**src/rtl/cs_decode_pkg.sv**
```systemverilog
`timescale 1ns/1ps
// Package: shared address width and the per-window configuration record
// used by every module of the chip-select range decoder.
package cs_decode_pkg;
    parameter int CSD_AW = 32;

    typedef struct packed {
        logic              en;
        logic [CSD_AW-1:0] lower;
        logic [CSD_AW-1:0] upper;
    } cs_window_t;
endpackage

```
**src/rtl/cs_window_regs.sv**
```systemverilog
`timescale 1ns/1ps
// Module: cs_window_regs
// Holds the lower bound, upper bound and enable of each window.
// Assumes three consecutive register indices per window (lower, upper,
// control) starting at index 0. Indices beyond them are ignored here.
module cs_window_regs
    import cs_decode_pkg::*;
#(
    parameter int NUM_CS = 4,
    parameter int REG_AW = 4
) (
    input  logic              clk,
    input  logic              rst_n,
    input  logic              we,
    input  logic [REG_AW-1:0] idx,
    input  logic [CSD_AW-1:0] wdata,
    output cs_window_t        win [NUM_CS]
);
    for (genvar i = 0; i < NUM_CS; i++) begin : g_win
        localparam logic [REG_AW-1:0] IDX_LO = REG_AW'(3 * i);
        localparam logic [REG_AW-1:0] IDX_HI = REG_AW'(3 * i + 1);
        localparam logic [REG_AW-1:0] IDX_CT = REG_AW'(3 * i + 2);

        // Load the addressed field of this window; reset clears all fields.
        always_ff @(posedge clk) begin
            if (!rst_n) begin
                win[i] <= '0;
            end else if (we) begin
                if (idx == IDX_LO) win[i].lower <= wdata;
                if (idx == IDX_HI) win[i].upper <= wdata;
                if (idx == IDX_CT) win[i].en    <= wdata[0];
            end
        end
    end
endmodule

```
**src/rtl/cs_range_match.sv**
```systemverilog
`timescale 1ns/1ps
// Module: cs_range_match
// Combinational window compare with fixed priority. Assumes bounds are
// inclusive and unsigned. An inverted window (lower > upper) matches
// nothing by the compare itself. The lowest-numbered match wins.
module cs_range_match
    import cs_decode_pkg::*;
#(
    parameter int NUM_CS = 4
) (
    input  cs_window_t        win [NUM_CS],
    input  logic [CSD_AW-1:0] addr,
    output logic [NUM_CS-1:0] sel,
    output logic              hit,
    output logic [CSD_AW-1:0] offset
);
    logic [NUM_CS-1:0] raw;

    for (genvar i = 0; i < NUM_CS; i++) begin : g_cmp
        assign raw[i] = win[i].en && (addr >= win[i].lower) && (addr <= win[i].upper);
    end

    // Pick the lowest-numbered matching window and form its offset.
    always_comb begin
        sel    = '0;
        offset = '0;
        for (int i = NUM_CS - 1; i >= 0; i--) begin
            if (raw[i]) begin
                sel    = '0;
                sel[i] = 1'b1;
                offset = addr - win[i].lower;
            end
        end
    end

    assign hit = |raw;
endmodule

```
**src/rtl/cs_overlap_check.sv**
```systemverilog
`timescale 1ns/1ps
// Module: cs_overlap_check
// Combinational pairwise test for shared addresses among enabled,
// non-empty windows. Assumes inclusive bounds. Every pair i<j is checked.
module cs_overlap_check
    import cs_decode_pkg::*;
#(
    parameter int NUM_CS = 4
) (
    input  cs_window_t win [NUM_CS],
    output logic       overlap
);
    localparam int NPAIR = NUM_CS * NUM_CS;

    logic [NUM_CS-1:0] live;
    logic [NPAIR-1:0]  pair;

    for (genvar i = 0; i < NUM_CS; i++) begin : g_live
        assign live[i] = win[i].en && (win[i].lower <= win[i].upper);
    end

    for (genvar i = 0; i < NUM_CS; i++) begin : g_row
        for (genvar j = 0; j < NUM_CS; j++) begin : g_col
            if (j > i) begin : g_pair
                assign pair[i*NUM_CS+j] = live[i] && live[j]
                    && (win[i].lower <= win[j].upper)
                    && (win[j].lower <= win[i].upper);
            end else begin : g_none
                assign pair[i*NUM_CS+j] = 1'b0;
            end
        end
    end

    assign overlap = |pair;
endmodule

```
**src/rtl/csdec_top.sv**
```systemverilog
`timescale 1ns/1ps
// Module: csdec_top
// Chip-select range decoder. It registers one response per request,
// keeps sticky miss and overlap flags, and clears them through a
// write-one-to-clear status register at index 3*NUM_CS.
// Assumes a synchronous active-low reset and a single clock.
module csdec_top
    import cs_decode_pkg::*;
#(
    parameter  int NUM_CS = 4,
    localparam int REG_AW = $clog2(3 * NUM_CS + 1)
) (
    input  logic              clk,
    input  logic              rst_n,
    input  logic              cfg_we,
    input  logic [REG_AW-1:0] cfg_idx,
    input  logic [CSD_AW-1:0] cfg_wdata,
    input  logic              req_valid,
    input  logic [CSD_AW-1:0] req_addr,
    output logic              rsp_valid,
    output logic [NUM_CS-1:0] rsp_cs,
    output logic [CSD_AW-1:0] rsp_offset,
    output logic              rsp_hit,
    output logic              rsp_err,
    output logic              irq_miss,
    output logic              irq_overlap
);
    localparam logic [REG_AW-1:0] IDX_STAT = REG_AW'(3 * NUM_CS);

    cs_window_t        win [NUM_CS];
    logic [NUM_CS-1:0] m_sel;
    logic              m_hit;
    logic [CSD_AW-1:0] m_off;
    logic              ovl_now;
    logic              stat_wr;
    logic              miss_now;

    cs_window_regs #(.NUM_CS(NUM_CS), .REG_AW(REG_AW)) u_regs (
        .clk   (clk),
        .rst_n (rst_n),
        .we    (cfg_we),
        .idx   (cfg_idx),
        .wdata (cfg_wdata),
        .win   (win)
    );

    cs_range_match #(.NUM_CS(NUM_CS)) u_match (
        .win    (win),
        .addr   (req_addr),
        .sel    (m_sel),
        .hit    (m_hit),
        .offset (m_off)
    );

    cs_overlap_check #(.NUM_CS(NUM_CS)) u_ovl (
        .win     (win),
        .overlap (ovl_now)
    );

    assign stat_wr  = cfg_we && (cfg_idx == IDX_STAT);
    assign miss_now = req_valid && !m_hit;

    // Register the decode result for one cycle; zero when idle.
    always_ff @(posedge clk) begin
        if (!rst_n || !req_valid) begin
            rsp_valid  <= 1'b0;
            rsp_cs     <= '0;
            rsp_offset <= '0;
            rsp_hit    <= 1'b0;
            rsp_err    <= 1'b0;
        end else begin
            rsp_valid  <= 1'b1;
            rsp_cs     <= m_sel;
            rsp_offset <= m_off;
            rsp_hit    <= m_hit;
            rsp_err    <= !m_hit;
        end
    end

    // Sticky flags: set by their cause, cleared by a one written; set wins.
    always_ff @(posedge clk) begin
        if (!rst_n) begin
            irq_miss    <= 1'b0;
            irq_overlap <= 1'b0;
        end else begin
            irq_miss    <= miss_now || (irq_miss    && !(stat_wr && cfg_wdata[0]));
            irq_overlap <= ovl_now  || (irq_overlap && !(stat_wr && cfg_wdata[1]));
        end
    end
endmodule

```
**config.mk**
```make
export PLATFORM = sky130hd
export DESIGN_NAME = csdec_top
export DESIGN_NICKNAME = d
export VERILOG_FILES = /design/src/rtl/cs_decode_pkg.sv /design/src/rtl/cs_window_regs.sv /design/src/rtl/cs_range_match.sv /design/src/rtl/cs_overlap_check.sv /design/src/rtl/csdec_top.sv
export SDC_FILE = /design/constraint.sdc
export NUM_CORES = 2
export LEC_CHECK = 0
export CORE_MARGIN = 3
export CORE_UTILIZATION = 55
export CTS_BUF_LIST = sky130_fd_sc_hd__clkbuf_4
export CTS_CLUSTER_DIAMETER = 50
export DETAILED_ROUTE_END_ITERATION = 10
export PLACE_DENSITY = 0.8
export SYNTH_ARGS = -nofsm -noshare
export SYNTH_HDL_FRONTEND = slang
export SYNTH_HIERARCHICAL = 1
export SYNTH_SLANG_ARGS = --single-unit
```
**constraint.sdc**
```tcl
create_clock -name clk -period 5.9 [get_ports clk]
set_input_delay 0.885 -clock clk [delete_from_list [all_inputs] [get_ports clk]]
set_output_delay 0.885 -clock clk [all_outputs]
set_load 0.02 [all_outputs]
```
==> flow_summary_export.csv <==
group,metric,value,unit
timing,timing.final.ws_setup,1.22,ns
logic_synthesis,synth_xor_area_share,2.76,%
timing,fin_crit_sh,79.3,%
drt,route.vias.total,33084,
timing,worst_pin_slew,1.17,ns
floorplan,io_pins,113,
logic_synthesis,synth-seq-area-share,18.1,%
grt,grt_max_degree,115,
setup_path,r2r-end,"rsp_offset[6]$_SDFF_PN0_",
drt,drt-vias-per-instance,6.47,
grt,track_usage,40.7,%
logic_synthesis,synth_mux_area_share,7.86,%
logic_synthesis,synth_area_leaders,"ha_1, dfxtp_1, mux2i_1, nand2_1, a21oi_1",
floorplan,core,0.0595,mm2
grt,grt_pass1_wl,194000,um
clocking,clk_pin_slew,0.06,ns
logic_synthesis,synth_area_per_cell,8.08,um2
run,max-cap-violations,0,
floorplan,die_w,252,um
floorplan,die_area,0.0635,mm2
logic_synthesis,synth_cell_types,94,
clocking,clkLatencyLatePin,0.90,ns
setup_path,r2r_slack,1.33,ns
floorplan,die_h,252,um
clocking,hold_buffers,0,
setup_path,worstSetupPathType,"in -> reg",
timing,fmax,214,MHz
timing,finalSetupViolCount,0,
setup_path,reg2reg_depth,13,
timing,hold_violations,0,
clocking,clock_sinks,301,
setup_path,reg2reg_from,"u_regs/win[33]$_SDFFE_PN0P_",
logic_synthesis,synth-async-reset-ratio,0,%
logic_synthesis,synthFlopType,"dfxtp_1",
cells_and_area,fin_nets,5114,
grt,grt_pass1_vias,31248,
placement,dp.cells,4951,
clocking,cts_tree,"built",
placement,detailed_place_hpwl,106000,um
timing,setup_tns,0,ns
placement,globalplace.congestion,1.06,
cells_and_area,fin_area,0.0365,mm2
worst_hold_path,min_from,"irq_overlap$_SDFF_PN0_",
setup_path,required,6.74,ns
placement,post-place-ws,0.580,ns
cells_and_area,fin_util,61.3,%
outcome,status,"finished clean",
drt,drtIter0Drc,3627,
placement,io_buffer_count,112,
logic_synthesis,synthesis.area,0.0333,mm2
worst_hold_path,hold_path.class,"reg -> reg",
cells_and_area,regArea,0.00603,mm2
cells_and_area,fin_cells,5117,
power,cellPowerDensity,160,mW/mm2
timing,rsz0062_at_grt,"no",
logic_synthesis,syn_inst,4119,
setup_path,cp.arrival,5.52,ns
logic_synthesis,synth_compound_area_share,18.8,%
drt,postRouteAntennaNets,0,
floorplan,initial_core_util,56.0,%
worst_hold_path,holdPathEnd,"irq_overlap$_SDFF_PN0_",
clocking,cts_root_buffer,"clkbuf_4",
clocking,cts_buffer_depth,3,
clocking,cts_resized,0,
setup_path,cp_max_fo,16,
placement,dpl_cell_area,0.0353,mm2
logic_synthesis,ys_ff_latch,301,
setup_path,endpoint_kind,"flip-flop",
timing,maxSlewViolCount,0,
logic_synthesis,synth_top_area_cell,"ha_1",
drt,dr.pass1.iters,7,
grt,grt-ovfl-total,0,
logic_synthesis,synth-edff-count,0,
cells_and_area,syn_to_final_growth,9.60,%
power,vdd_drop_max,0.173,mV
power,power.total,5.83,mW
logic_synthesis,yosysTopAreaCellShare,28.9,%
drt,drc_errors,0,
drt,wl,132000,um
power,p_leak,16.1,nW
cells_and_area,multiInputGateArea,0.0251,mm2
logic_synthesis,synth_fa_ha_area_share,29.1,%
timing,skew,0.0594,ns
setup_path,startpoint_type,"input pin",
logic_synthesis,synthSimpleGateAreaFrac,16.9,%
timing,slew_headroom,20.1,%
clocking,cts_setup_buffers,0,
grt,antenna_found_initial,3,
timing,period_needed,4.68,ns
logic_synthesis,yosysWarnings,6,
floorplan,row_count,89,
worst_hold_path,hold_depth,2,
cells_and_area,drive_gt1_share,5.41,%
logic_synthesis,synth_nets,4963,
clocking,htree_levels,3,
logic_synthesis,synth_top_family_by_area,"adder cells",
clocking,cts_made_buffers,90,
cells_and_area,fillers,5438,
drt,wl_per_cell,25.8,um
timing,hold_ws,0.471,ns
[power by group]
group | total [mW] | switching [mW] | internal, mW
clock network | 2.14 | 1.06 | 1.07
logic | 1.59 | 0.993 | 0.592
registers | 2.11 | 0.0548 | 2.06
[critical path, stage by stage]
cell,delay [ns]
clkdlybuf4s50_1,0.79
ha_1,0.50
nand2_1,0.08
or4_1,0.65
nor3_1,0.35
nand4_1,0.22
a22o_1,0.49
nor2_2,0.73
a22oi_1,0.19
or2_2,0.31
a22oi_1,0.15
and3_1,0.17
[worst max-delay path by stage]
| stage | to | from | slack (ns) | cells past startpoint |
|---|---|---|---|---|
| final | rsp_offset[21]$_SDFF_PN0_ | req_addr[25] | 1.22 | 12 |
| after global placement | rsp_offset[21]$_SDFF_PN0_ | req_addr[4] | 0.64 | 13 |
| after detailed placement | rsp_offset[21]$_SDFF_PN0_ | req_addr[25] | 0.58 | 12 |
| after global routing | rsp_offset[20]$_SDFF_PN0_ | req_addr[4] | 1.08 | 14 |
| after floorplan | rsp_offset[12]$_SDFF_PN0_ | req_addr[0] | 2.05 | 16 |
| after CTS | rsp_offset[6]$_SDFF_PN0_ | u_regs/win[33]$_SDFFE_PN0P_ | 1.52 | 13 |
[flip-flops by register name, summed over array words and instances (netlist names)]
name and cells:
u_regs/win 260, rsp_offset 32, rsp_cs 4, irq_miss 1, irq_overlap 1, rsp_err 1
rsp_hit 1, rsp_valid 1
[layer usage]
layer / vias up / wire [um] / share of wire, % / GRT usage, %
li1: 15392 / - / - / -
met1: 15228 / 52300 / 40 / 50.7
met2: 1880 / 55300 / 42 / 62.3
met3: 584 / 12300 / 9.3 / 7.88
met4: 0 / 12300 / 9.3 / 30.7
met5: - / 0 / 0 / 0
[cells in the mapped netlist (26+ instances only)]
| library cell | instances |
|---|---|
| o211ai_1 | 29 |
| mux2i_1 | 259 |
| nor2_1 | 133 |
| ha_1 | 768 |
| nand2_1 | 536 |
| o21ai_0 | 143 |
| a21o_1 | 113 |
| xnor2_1 | 69 |
| xor2_1 | 36 |
| nor2b_1 | 35 |
| nor3_1 | 41 |
| nand4_1 | 141 |
| clkbuf_1 | 66 |
| a211oi_1 | 41 |
| a31oi_1 | 26 |
| a21oi_1 | 368 |
| inv_1 | 423 |
| and4_1 | 27 |
| nand2b_1 | 29 |
| a221oi_1 | 35 |
| nand3_1 | 97 |
| dfxtp_1 | 301 |
| o21a_1 | 26 |
| and3_1 | 51 |
[kinds of logic after synthesis]
family / count (synthesis)
adders and majority gates: 772
muxes: 261
and+or+nand+nor: 1167
buffers and inverters: 538
DFF: 301
AOI/OAI and AO/OA: 975
xor gates and xnor gates: 105
[layout make-up]
cell class,count,area share (%)
inverters,424,4.36
clock buffers,118,2.43
well taps,773,2.65
diodes,4,0.0274
clock inverters,44,0.737
multi-input cells,3280,68.9
flip-flops and latches,301,16.5
repair buffers,173,4.38
[layout by cell type (no fill, tap or decap), types with 69 or more instances in the layout]
| cell | instances |
|---|---|
| xnor2_1 | 69 |
| dfxtp_1 | 301 |
| nand3_1 | 97 |
| nor2_1 | 132 |
| o21ai_0 | 143 |
| mux2i_1 | 259 |
| clkdlybuf4s50_1 | 111 |
| ha_1 | 768 |
| clkbuf_4 | 118 |
| inv_1 | 423 |
| a21oi_1 | 368 |
| a21o_1 | 113 |
| nand4_1 | 141 |
| nand2_1 | 535 |
Power figures use the tool's default switching activity.
